<file path="config.mk">
export PLATFORM = sky130hd
export DESIGN_NAME = evt_action_unit
export DESIGN_NICKNAME = d
export VERILOG_FILES = /design/src/rtl/eau_pkg.sv /design/src/rtl/eau_timer.sv /design/src/rtl/eau_cmd.sv /design/src/rtl/eau_dispatch.sv /design/src/rtl/evt_action_unit.sv
export SDC_FILE = /design/constraint.sdc
export NUM_CORES = 1
export LEC_CHECK = 0
export CAP_MARGIN = 20
export CORE_ASPECT_RATIO = 1.2
export CORE_UTILIZATION = 35
export DETAILED_ROUTE_END_ITERATION = 10
export GPL_ROUTABILITY_DRIVEN = 0
export PLACE_DENSITY = 0.64
export RECOVER_POWER = 25
export SYNTH_ARGS = -nofsm -noshare
export SYNTH_HDL_FRONTEND = slang
export SYNTH_SLANG_ARGS = --single-unit
</file>
<file path="constraint.sdc">
create_clock -name clk -period 2 [get_ports clk]
set_clock_uncertainty 0.15 [all_clocks]
set_input_delay 0.2 -clock clk [delete_from_list [all_inputs] [get_ports clk]]
set_output_delay 0.2 -clock clk [all_outputs]
set_load 0.02 [all_outputs]
</file>
<file path="src/rtl/eau_pkg.sv">
package eau_pkg;
  typedef logic [1:0] ev_sel_t;
  typedef logic [2:0] act_sel_t;

  localparam ev_sel_t  EV_NONE   = 2'b00;
  localparam ev_sel_t  EV_SOF    = 2'b01;
  localparam ev_sel_t  EV_RXDONE = 2'b10;
  localparam ev_sel_t  EV_MATCH  = 2'b11;

  localparam act_sel_t AC_STAMP  = 3'd1;
  localparam act_sel_t AC_TCLR   = 3'd2;
  localparam act_sel_t AC_TXGO   = 3'd3;
  localparam act_sel_t AC_RXON   = 3'd4;
  localparam act_sel_t AC_RXOFF  = 3'd5;

  // strobe vector: bit 0 = interrupt, bit k = reaction code k
  localparam int ACT_LAST = 5;

  function automatic logic pair_ok(input ev_sel_t ev, input act_sel_t ac);
    logic ok;
    case (ev)
      EV_NONE:          ok = (ac == AC_TXGO) || (ac == AC_RXON) || (ac == AC_RXOFF);
      EV_SOF, EV_RXDONE: ok = (ac == AC_STAMP) || (ac == AC_TCLR) || (ac == AC_RXOFF);
      default:          ok = (ac == AC_TCLR) || (ac == AC_TXGO) || (ac == AC_RXON) || (ac == AC_RXOFF);
    endcase
    return ok;
  endfunction
endpackage

</file>
<file path="src/rtl/eau_timer.sv">
module eau_timer #(
  parameter int TW = 16
) (
  input  logic          clk,
  input  logic          rst_n,
  input  logic          clr,
  output logic [TW-1:0] count_q
);
  localparam logic [TW-1:0] ONE = TW'(1);

  always_ff @(posedge clk) begin
    if (!rst_n)   count_q <= '0;
    else if (clr) count_q <= '0;
    else          count_q <= count_q + ONE;
  end
endmodule

</file>
<file path="src/rtl/eau_cmd.sv">
module eau_cmd
  import eau_pkg::*;
(
  input  logic     clk,
  input  logic     rst_n,
  input  logic     cmd_wr,
  input  ev_sel_t  ev_in,
  input  act_sel_t ac_in,
  input  logic     irq_in,
  input  logic     fire,
  output ev_sel_t  ev_q,
  output act_sel_t ac_q,
  output logic     irq_q,
  output logic     armed_q,
  output logic     err_q
);
  logic legal;
  assign legal = pair_ok(ev_in, ac_in);

  always_ff @(posedge clk) begin
    if (!rst_n) begin
      ev_q    <= EV_NONE;
      ac_q    <= '0;
      irq_q   <= 1'b0;
      armed_q <= 1'b0;
      err_q   <= 1'b0;
    end else if (cmd_wr) begin
      ev_q    <= ev_in;
      ac_q    <= ac_in;
      irq_q   <= irq_in;
      armed_q <= legal;
      err_q   <= !legal;
    end else if (fire) begin
      armed_q <= 1'b0;
    end
  end
endmodule

</file>
<file path="src/rtl/eau_dispatch.sv">
module eau_dispatch
  import eau_pkg::*;
#(
  parameter int TW = 16
) (
  input  logic            clk,
  input  logic            rst_n,
  input  logic            armed,
  input  logic            cmd_wr,
  input  ev_sel_t         ev_q,
  input  act_sel_t        ac_q,
  input  logic            irq_q,
  input  logic            sof_det,
  input  logic            rx_done,
  input  logic [TW-1:0]   timer,
  input  logic [TW-1:0]   refv,
  output logic            hit,
  output logic            fire,
  output logic            do_clr,
  output logic            do_stamp,
  output logic [ACT_LAST:0] pulse_q
);
  always_comb begin
    case (ev_q)
      EV_NONE:   hit = 1'b1;
      EV_SOF:    hit = sof_det;
      EV_RXDONE: hit = rx_done;
      default:   hit = (timer == refv);
    endcase
  end

  // a command write in the same cycle supersedes the pending one
  assign fire     = armed && hit && !cmd_wr;
  assign do_clr   = fire && !irq_q && (ac_q == AC_TCLR);
  assign do_stamp = fire && !irq_q && (ac_q == AC_STAMP);

  always_ff @(posedge clk) begin
    if (!rst_n) pulse_q[0] <= 1'b0;
    else        pulse_q[0] <= fire && irq_q;
  end

  for (genvar g = 1; g <= ACT_LAST; g++) begin : g_strobe
    always_ff @(posedge clk) begin
      if (!rst_n) pulse_q[g] <= 1'b0;
      else        pulse_q[g] <= fire && !irq_q && (ac_q == act_sel_t'(g));
    end
  end
endmodule

</file>
<file path="src/rtl/evt_action_unit.sv">
module evt_action_unit
  import eau_pkg::*;
#(
  parameter int TW = 16
) (
  input  logic          clk,
  input  logic          rst_n,
  input  logic          cmd_wr,
  input  logic [1:0]    cmd_event,
  input  logic [2:0]    cmd_action,
  input  logic          cmd_irq,
  input  logic          ref_wr,
  input  logic [TW-1:0] ref_wdata,
  input  logic          sof_det,
  input  logic          rx_done,
  output logic [TW-1:0] timer_q,
  output logic [TW-1:0] ref_q,
  output logic          cmd_err,
  output logic          armed,
  output logic          stamp_p,
  output logic          tclr_p,
  output logic          tx_go,
  output logic          rx_on,
  output logic          rx_off,
  output logic          irq
);
  ev_sel_t  ev_q;
  act_sel_t ac_q;
  logic     irq_q;
  logic     hit, fire, do_clr, do_stamp;
  logic [ACT_LAST:0] pulse_q;

  eau_cmd u_cmd (
    .clk(clk), .rst_n(rst_n), .cmd_wr(cmd_wr),
    .ev_in(cmd_event), .ac_in(cmd_action), .irq_in(cmd_irq),
    .fire(fire), .ev_q(ev_q), .ac_q(ac_q), .irq_q(irq_q),
    .armed_q(armed), .err_q(cmd_err)
  );

  eau_timer #(.TW(TW)) u_tmr (
    .clk(clk), .rst_n(rst_n), .clr(do_clr), .count_q(timer_q)
  );

  eau_dispatch #(.TW(TW)) u_dsp (
    .clk(clk), .rst_n(rst_n), .armed(armed), .cmd_wr(cmd_wr),
    .ev_q(ev_q), .ac_q(ac_q), .irq_q(irq_q),
    .sof_det(sof_det), .rx_done(rx_done),
    .timer(timer_q), .refv(ref_q),
    .hit(hit), .fire(fire), .do_clr(do_clr), .do_stamp(do_stamp),
    .pulse_q(pulse_q)
  );

  // capture by hardware wins over a software write in the same cycle
  always_ff @(posedge clk) begin
    if (!rst_n)        ref_q <= '0;
    else if (do_stamp) ref_q <= timer_q;
    else if (ref_wr)   ref_q <= ref_wdata;
  end

  assign irq     = pulse_q[0];
  assign stamp_p = pulse_q[AC_STAMP];
  assign tclr_p  = pulse_q[AC_TCLR];
  assign tx_go   = pulse_q[AC_TXGO];
  assign rx_on   = pulse_q[AC_RXON];
  assign rx_off  = pulse_q[AC_RXOFF];
endmodule

</file>
Word level (Yosys, flattened, before mapping)
Index checks and enable logic that the tools add are counted.
W data, S select, Z words.
- bits in registers: 46
- output and inout port bits: 40
- add/sub/neg operators: 1
- eq/ne operators: 15
- muxes and demuxes: 6
- bitwise gates (word level): 1
- reduce and logical (&&, ||, !) cells: 25
- operators by type and width (cell ; count):
    $mux W16 ; 2
    $add A16 B1 Y16 const B ; 1
    $eq A16 B16 Y1 ; 1
    $eq A3 B2 Y1 const B ; 4
    $eq A3 B3 Y1 const B ; 4
    $logic_and A1 B1 Y1 ; 9
    $logic_or A1 B1 Y1 ; 7
    $eq A3 B1 Y1 const B ; 2
    $eq A2 B1 Y1 const B ; 2
    $eq A2 B2 Y1 const B ; 2
    $logic_not A2 Y1 ; 2
    $reduce_bool A2 Y1 ; 2
    $reduce_or A2 Y1 ; 2
    $logic_not A1 Y1 ; 3
    $pmux W1 S3 ; 1
    $mux W1 ; 2
    $pmux W1 S2 ; 1
    $not A1 Y1 ; 1

Longest topological paths before layout
- depth in word-level cells: 7
- gate-level depth with buffers: 7
- gate-level depth less buffers: 7

Hierarchy
A second synthesis with hierarchy kept.
- cells, all modules: 238
- area total of the unflattened synthesis: 2393.5 um^2
- modules (own cells, without submodules) (module ; instances ; cells an instance ; area an instance (um^2)):
    evt_action_unit ; 1 ; 71 ; 852.1
    eau_timer ; 1 ; 78 ; 716.9
    eau_dispatch ; 1 ; 53 ; 464.2
    eau_cmd ; 1 ; 36 ; 360.3

Least setup slack after synthesis
OpenSTA, ideal clock, no wires.
- path type: register to register
- start: register u_tmr.count_q[7]
- end: register ref_q[0]
- arrival time: 1783 ps
- required time: 1778 ps
- slack: -5 ps
- stages on the path, launching flop included: 7
- buffers on the path: 1
- clock period less this slack: 2005 ps
- cells stage by stage: dfxtp_1 xor2_1 nor4_4 nand3_2 o21ai_4 buf_12 mux2i_1
- longest elaborated chain between the ends: 7
- ends and longest elaborated chain (item ; line ; source):
    from (decl) ; eau_timer.sv:7 ; output logic [TW-1:0] count_q
    from (signal assigned) ; eau_timer.sv:14 ; else count_q <= count_q + ONE;
    $eq A16 B16 Y1 (*) ; eau_dispatch.sv:28 ; default: hit = (timer == refv);
    $pmux W1 S3 (*) ; eau_dispatch.sv:24 ; case (ev_q)
    $logic_and A1 B1 Y1 (*) (2 in series) ; eau_dispatch.sv:33 ; assign fire = armed && hit && !cmd_wr;
    $logic_and A1 B1 Y1 (*) (2 in series) ; eau_dispatch.sv:35 ; assign do_stamp = fire && !irq_q && (ac_q == AC_STAMP);
    $mux W16 or $reduce_bool A2 Y1 (tied branches) ; -- ;
    to (signal assigned) ; evt_action_unit.sv:56 ; else if (do_stamp) ref_q <= timer_q;
    to (signal assigned) ; evt_action_unit.sv:57 ; else if (ref_wr) ref_q <= ref_wdata;
    to (decl) ; evt_action_unit.sv:17 ; output logic [TW-1:0] ref_q,
Mark *: on every way between the ends. The rest lies on a longest branch, timed or not.
A chain may end at the register's enable or synchronous reset.

Worst setup path after layout
- start: register ref_q[0]
- end: register u_dsp.pulse_q[4]
- longest elaborated chain between the ends: 6
- ends and longest elaborated chain (item ; line ; source):
    $eq A16 B16 Y1 ; eau_dispatch.sv:28 ;
    $pmux W1 S3 ; eau_dispatch.sv:24 ;
    $logic_and A1 B1 Y1 (2 in series) ; eau_dispatch.sv:33 ;
    $logic_and A1 B1 Y1 (2 in series) ; eau_dispatch.sv:45 ; else pulse_q[g] <= fire && !irq_q && (ac_q == act_sel_t'(g));
    to (signal, indexed assignment) ; eau_dispatch.sv:45 ;
    to (decl) ; eau_dispatch.sv:21 ; output logic [ACT_LAST:0] pulse_q
Every way passes these cells.

==> metrics <==
outcome=finished, final reports clean; vias=1,985; R2R setup slack=0.11 ns; Worst setup SP type=flop; FF-to-FF Start=ref_q[0]$_SDFFE_PN0P_; WL/cell=12.8 um; Max Slew Vio Count=0; die area=7050 um2; Fin. Hold Viols=0; DP HPWL=4230 um; # diodes=0; worst endpoint required time=2.01 ns; Crit Path Class=reg2reg; vias in the first global route=1,906; Starting DRT DRC Count=43; Synth area leader=dfxtp_1; met1 usage=0.178; Finished Cell Area=3340 um2; GRT Util Overall=0.155; Max H-tree Level=2; met3 usage=0.0299; global-route wire length before repair=8750 um; starting density of the core=0.365; DRC=0; Die Height=91.8 um; Peak supply drop=0.292 mV; Yosys top cell area share=0.391; Worst-Skew Late Latency=0.29 ns; antenna violations before repair=0; hold_buf cts=0; crit-path max FO=6; Area Growth Syn to Fin=42.0%; first drt pass iteration count=4; CP endpoint kind=flop; sequential area share after synthesis=0.391; synthesized area=2350 um2; Max-Cap Viols=0; RR Endpoint=u_dsp.pulse_q[4]$_SDFF_PN0_; Post-Syn Nets=280; total power=1.87 mW; Crit. Startpoint=ref_q[0]$_SDFFE_PN0P_; synth top area cells=dfxtp_1 (39%), mux2i_1 (9.4%), xor2_1 (8.9%), mux2_2 (7.7%), nand2_1 (6.5%); Critical Path Sink=u_dsp.pulse_q[4]$_SDFF_PN0_; Worst Tran Pin Value=0.496 ns; met2 Use GR=0.286; routed wire length=5390 um; hold crit path type=reg2reg; largest net degree at the start of global routing=22; Ys Warns=0; die span in x=76.8 um; gr busiest metal=met2; Yosys cell types=39; PortBufs=67; final setup violating endpoints=0; critical path arrival=1.90 ns; Nets=367; RSZ-0062 raised after global routing=false; CTS tree=yes; power per cell area=560 nW/um2; Synth Register Bits=46; leak pwr=1.34 nW; crit path time final=1.89 ns; Top Ports=68; Placeable Area=6450 um2; Syn Area/Cell=9.41 um2; Num CTS Buffers=5; FF-to-FF path depth=6; # rows=32; share of cells above drive strength 1=0.172; Longest Clk Path Bufs=2; dpl cell area=3250 um2; Clock Pin Slew Worst Setup and Hold Paths=0.08 ns; DRT antenna net count=0; fin util=0.518; Filler Cell Count=627; gr ovfl total=0; maximum clock rate=528 MHz; clk root buf=clkbuf_8; cell count after synthesis=250; clock sinks=46; final period utilization=0.947; DR vias/cell=4.70; Rel. slew slack=0.669
cell usage in the layout, fill, tap and decap left out, drive strengths merged, types with 2 or more instances in the layout:
master and n:
dlygate4sd3 15, nor3 5, nand2b 4, nand3 10, buf 23, xor2 24
a21oi 3, clkbuf 8, and4 3, and3 3, mux2 16, dfxtp 46
inv 5, xnor2 7, mux2i 22, o21ai 3, nand4 3, nand2 41
nor2 21, clkdlybuf4s50 52, ha 2, nor2b 7, nor4 7
layer usage:
layer	vias to the layer above	part of all wire
met1	920	0.43
met4	0	0.012
li1	1013	-
met3	7	0.041
met2	45	0.52
met5	-	0
synth_stat cells, drive strengths merged:
cell / n
dfxtp: 46
nand2: 41
xor2: 24
mux2i: 22
nor2: 21
mux2: 16
nand3: 10
nor2b: 7
nor4: 7
xnor2: 7
clkbuf: 6
buf: 5
inv: 5
nor3: 5
nand2b: 4
a21oi: 3
and3: 3
and4: 3
nand4: 3
o21ai: 3
ha: 2
a211o: 1
a211oi: 1
a21boi: 1
and2: 1
nor3b: 1
o21a: 1
or3b: 1
worst max-delay path, cell delays in order (launching register included):
cell and delay [ns]:
dfxtp_1 0.37, xor2_1 0.27, nor4_2 0.06, buf_4 0.14, and3_2 0.22, a21oi_1 0.42, nor3_1 0.12
registers in the layout, indices dropped and copies added, names as in the netlist:
register and cells:
u_cmd.ac_q 3, u_cmd.irq_q 1, u_cmd.err_q 1, u_cmd.armed_q 1, u_cmd.ev_q 2, ref_q 16
u_dsp.pulse_q 6, u_tmr.count_q 16
how the worst min path moves through the flow:
stage                                     startpoint                     endpoint  slack, ns  cells after the start
after floorplan                        cmd_action[0]   u_cmd.ac_q[0]$_SDFFE_PN0P_       0.22                      2
after global placement    u_cmd.ac_q[2]$_SDFFE_PN0P_  u_dsp.pulse_q[4]$_SDFF_PN0_       0.32                      2
after detailed placement  u_cmd.ac_q[2]$_SDFFE_PN0P_  u_dsp.pulse_q[4]$_SDFF_PN0_       0.32                      2
after CTS                 u_cmd.ac_q[2]$_SDFFE_PN0P_  u_dsp.pulse_q[4]$_SDFF_PN0_       0.34                      2
after global routing      u_cmd.ac_q[2]$_SDFFE_PN0P_  u_dsp.pulse_q[5]$_SDFF_PN0_       0.37                      2
final                     u_cmd.ac_q[2]$_SDFFE_PN0P_  u_dsp.pulse_q[4]$_SDFF_PN0_       0.34                      2
kinds of logic (layout without fill, tap and decap cells):
group | after synthesis | after routing | synth area share
flops | 46 | 46 | 0.391
simple gates | 107 | 107 | 0.239
buf+inv | 16 | 103 | 0.0410
xor+xnor | 31 | 31 | 0.115
compound gates | 10 | 10 | 0.0324
fa+ha+maj | 2 | 2 | 0.0106
mux | 38 | 38 | 0.170
area by class of cell:
class | count | area [um2] | area share
Multi-Input combinational cell | 188 | 1340 | 0.402
Sequential cell | 46 | 923 | 0.276
Timing Repair Buffer | 91 | 872 | 0.261
Tap cell | 85 | 106 | 0.0318
Clock buffer | 7 | 76.3 | 0.0228
Inverter | 5 | 18.8 | 0.00562
through the flow:
stage	cells	hold WS [ns]	setup TNS [ns]	setup slack (ns)
2_1_floorplan	250	0.219	0	0.0238
3_3_place_gp	414	0.323	0	0.0249
3_5_place_dp	414	0.325	-0.0111	-0.0111
4_1_cts	421	0.339	0	0.0292
5_1_grt	422	0.368	0	0.00790
6_report	422	0.339	0	0.105
timing repair:
action                     in CTS  in global routing
resized for setup               0                  2
buffers inserted                0                  1
setup endpoints to repair       0                 11
power breakdown:
part | switching (mW) | internal (mW) | leakage (nW)
Combinational | 0.164 | 0.195 | 0.926
Sequential | 0.0330 | 0.951 | 0.377
Clock | 0.288 | 0.241 | 0.0383
Total | 0.485 | 1.39 | 1.34
No activity file was read; power rests on OpenSTA's default activity.
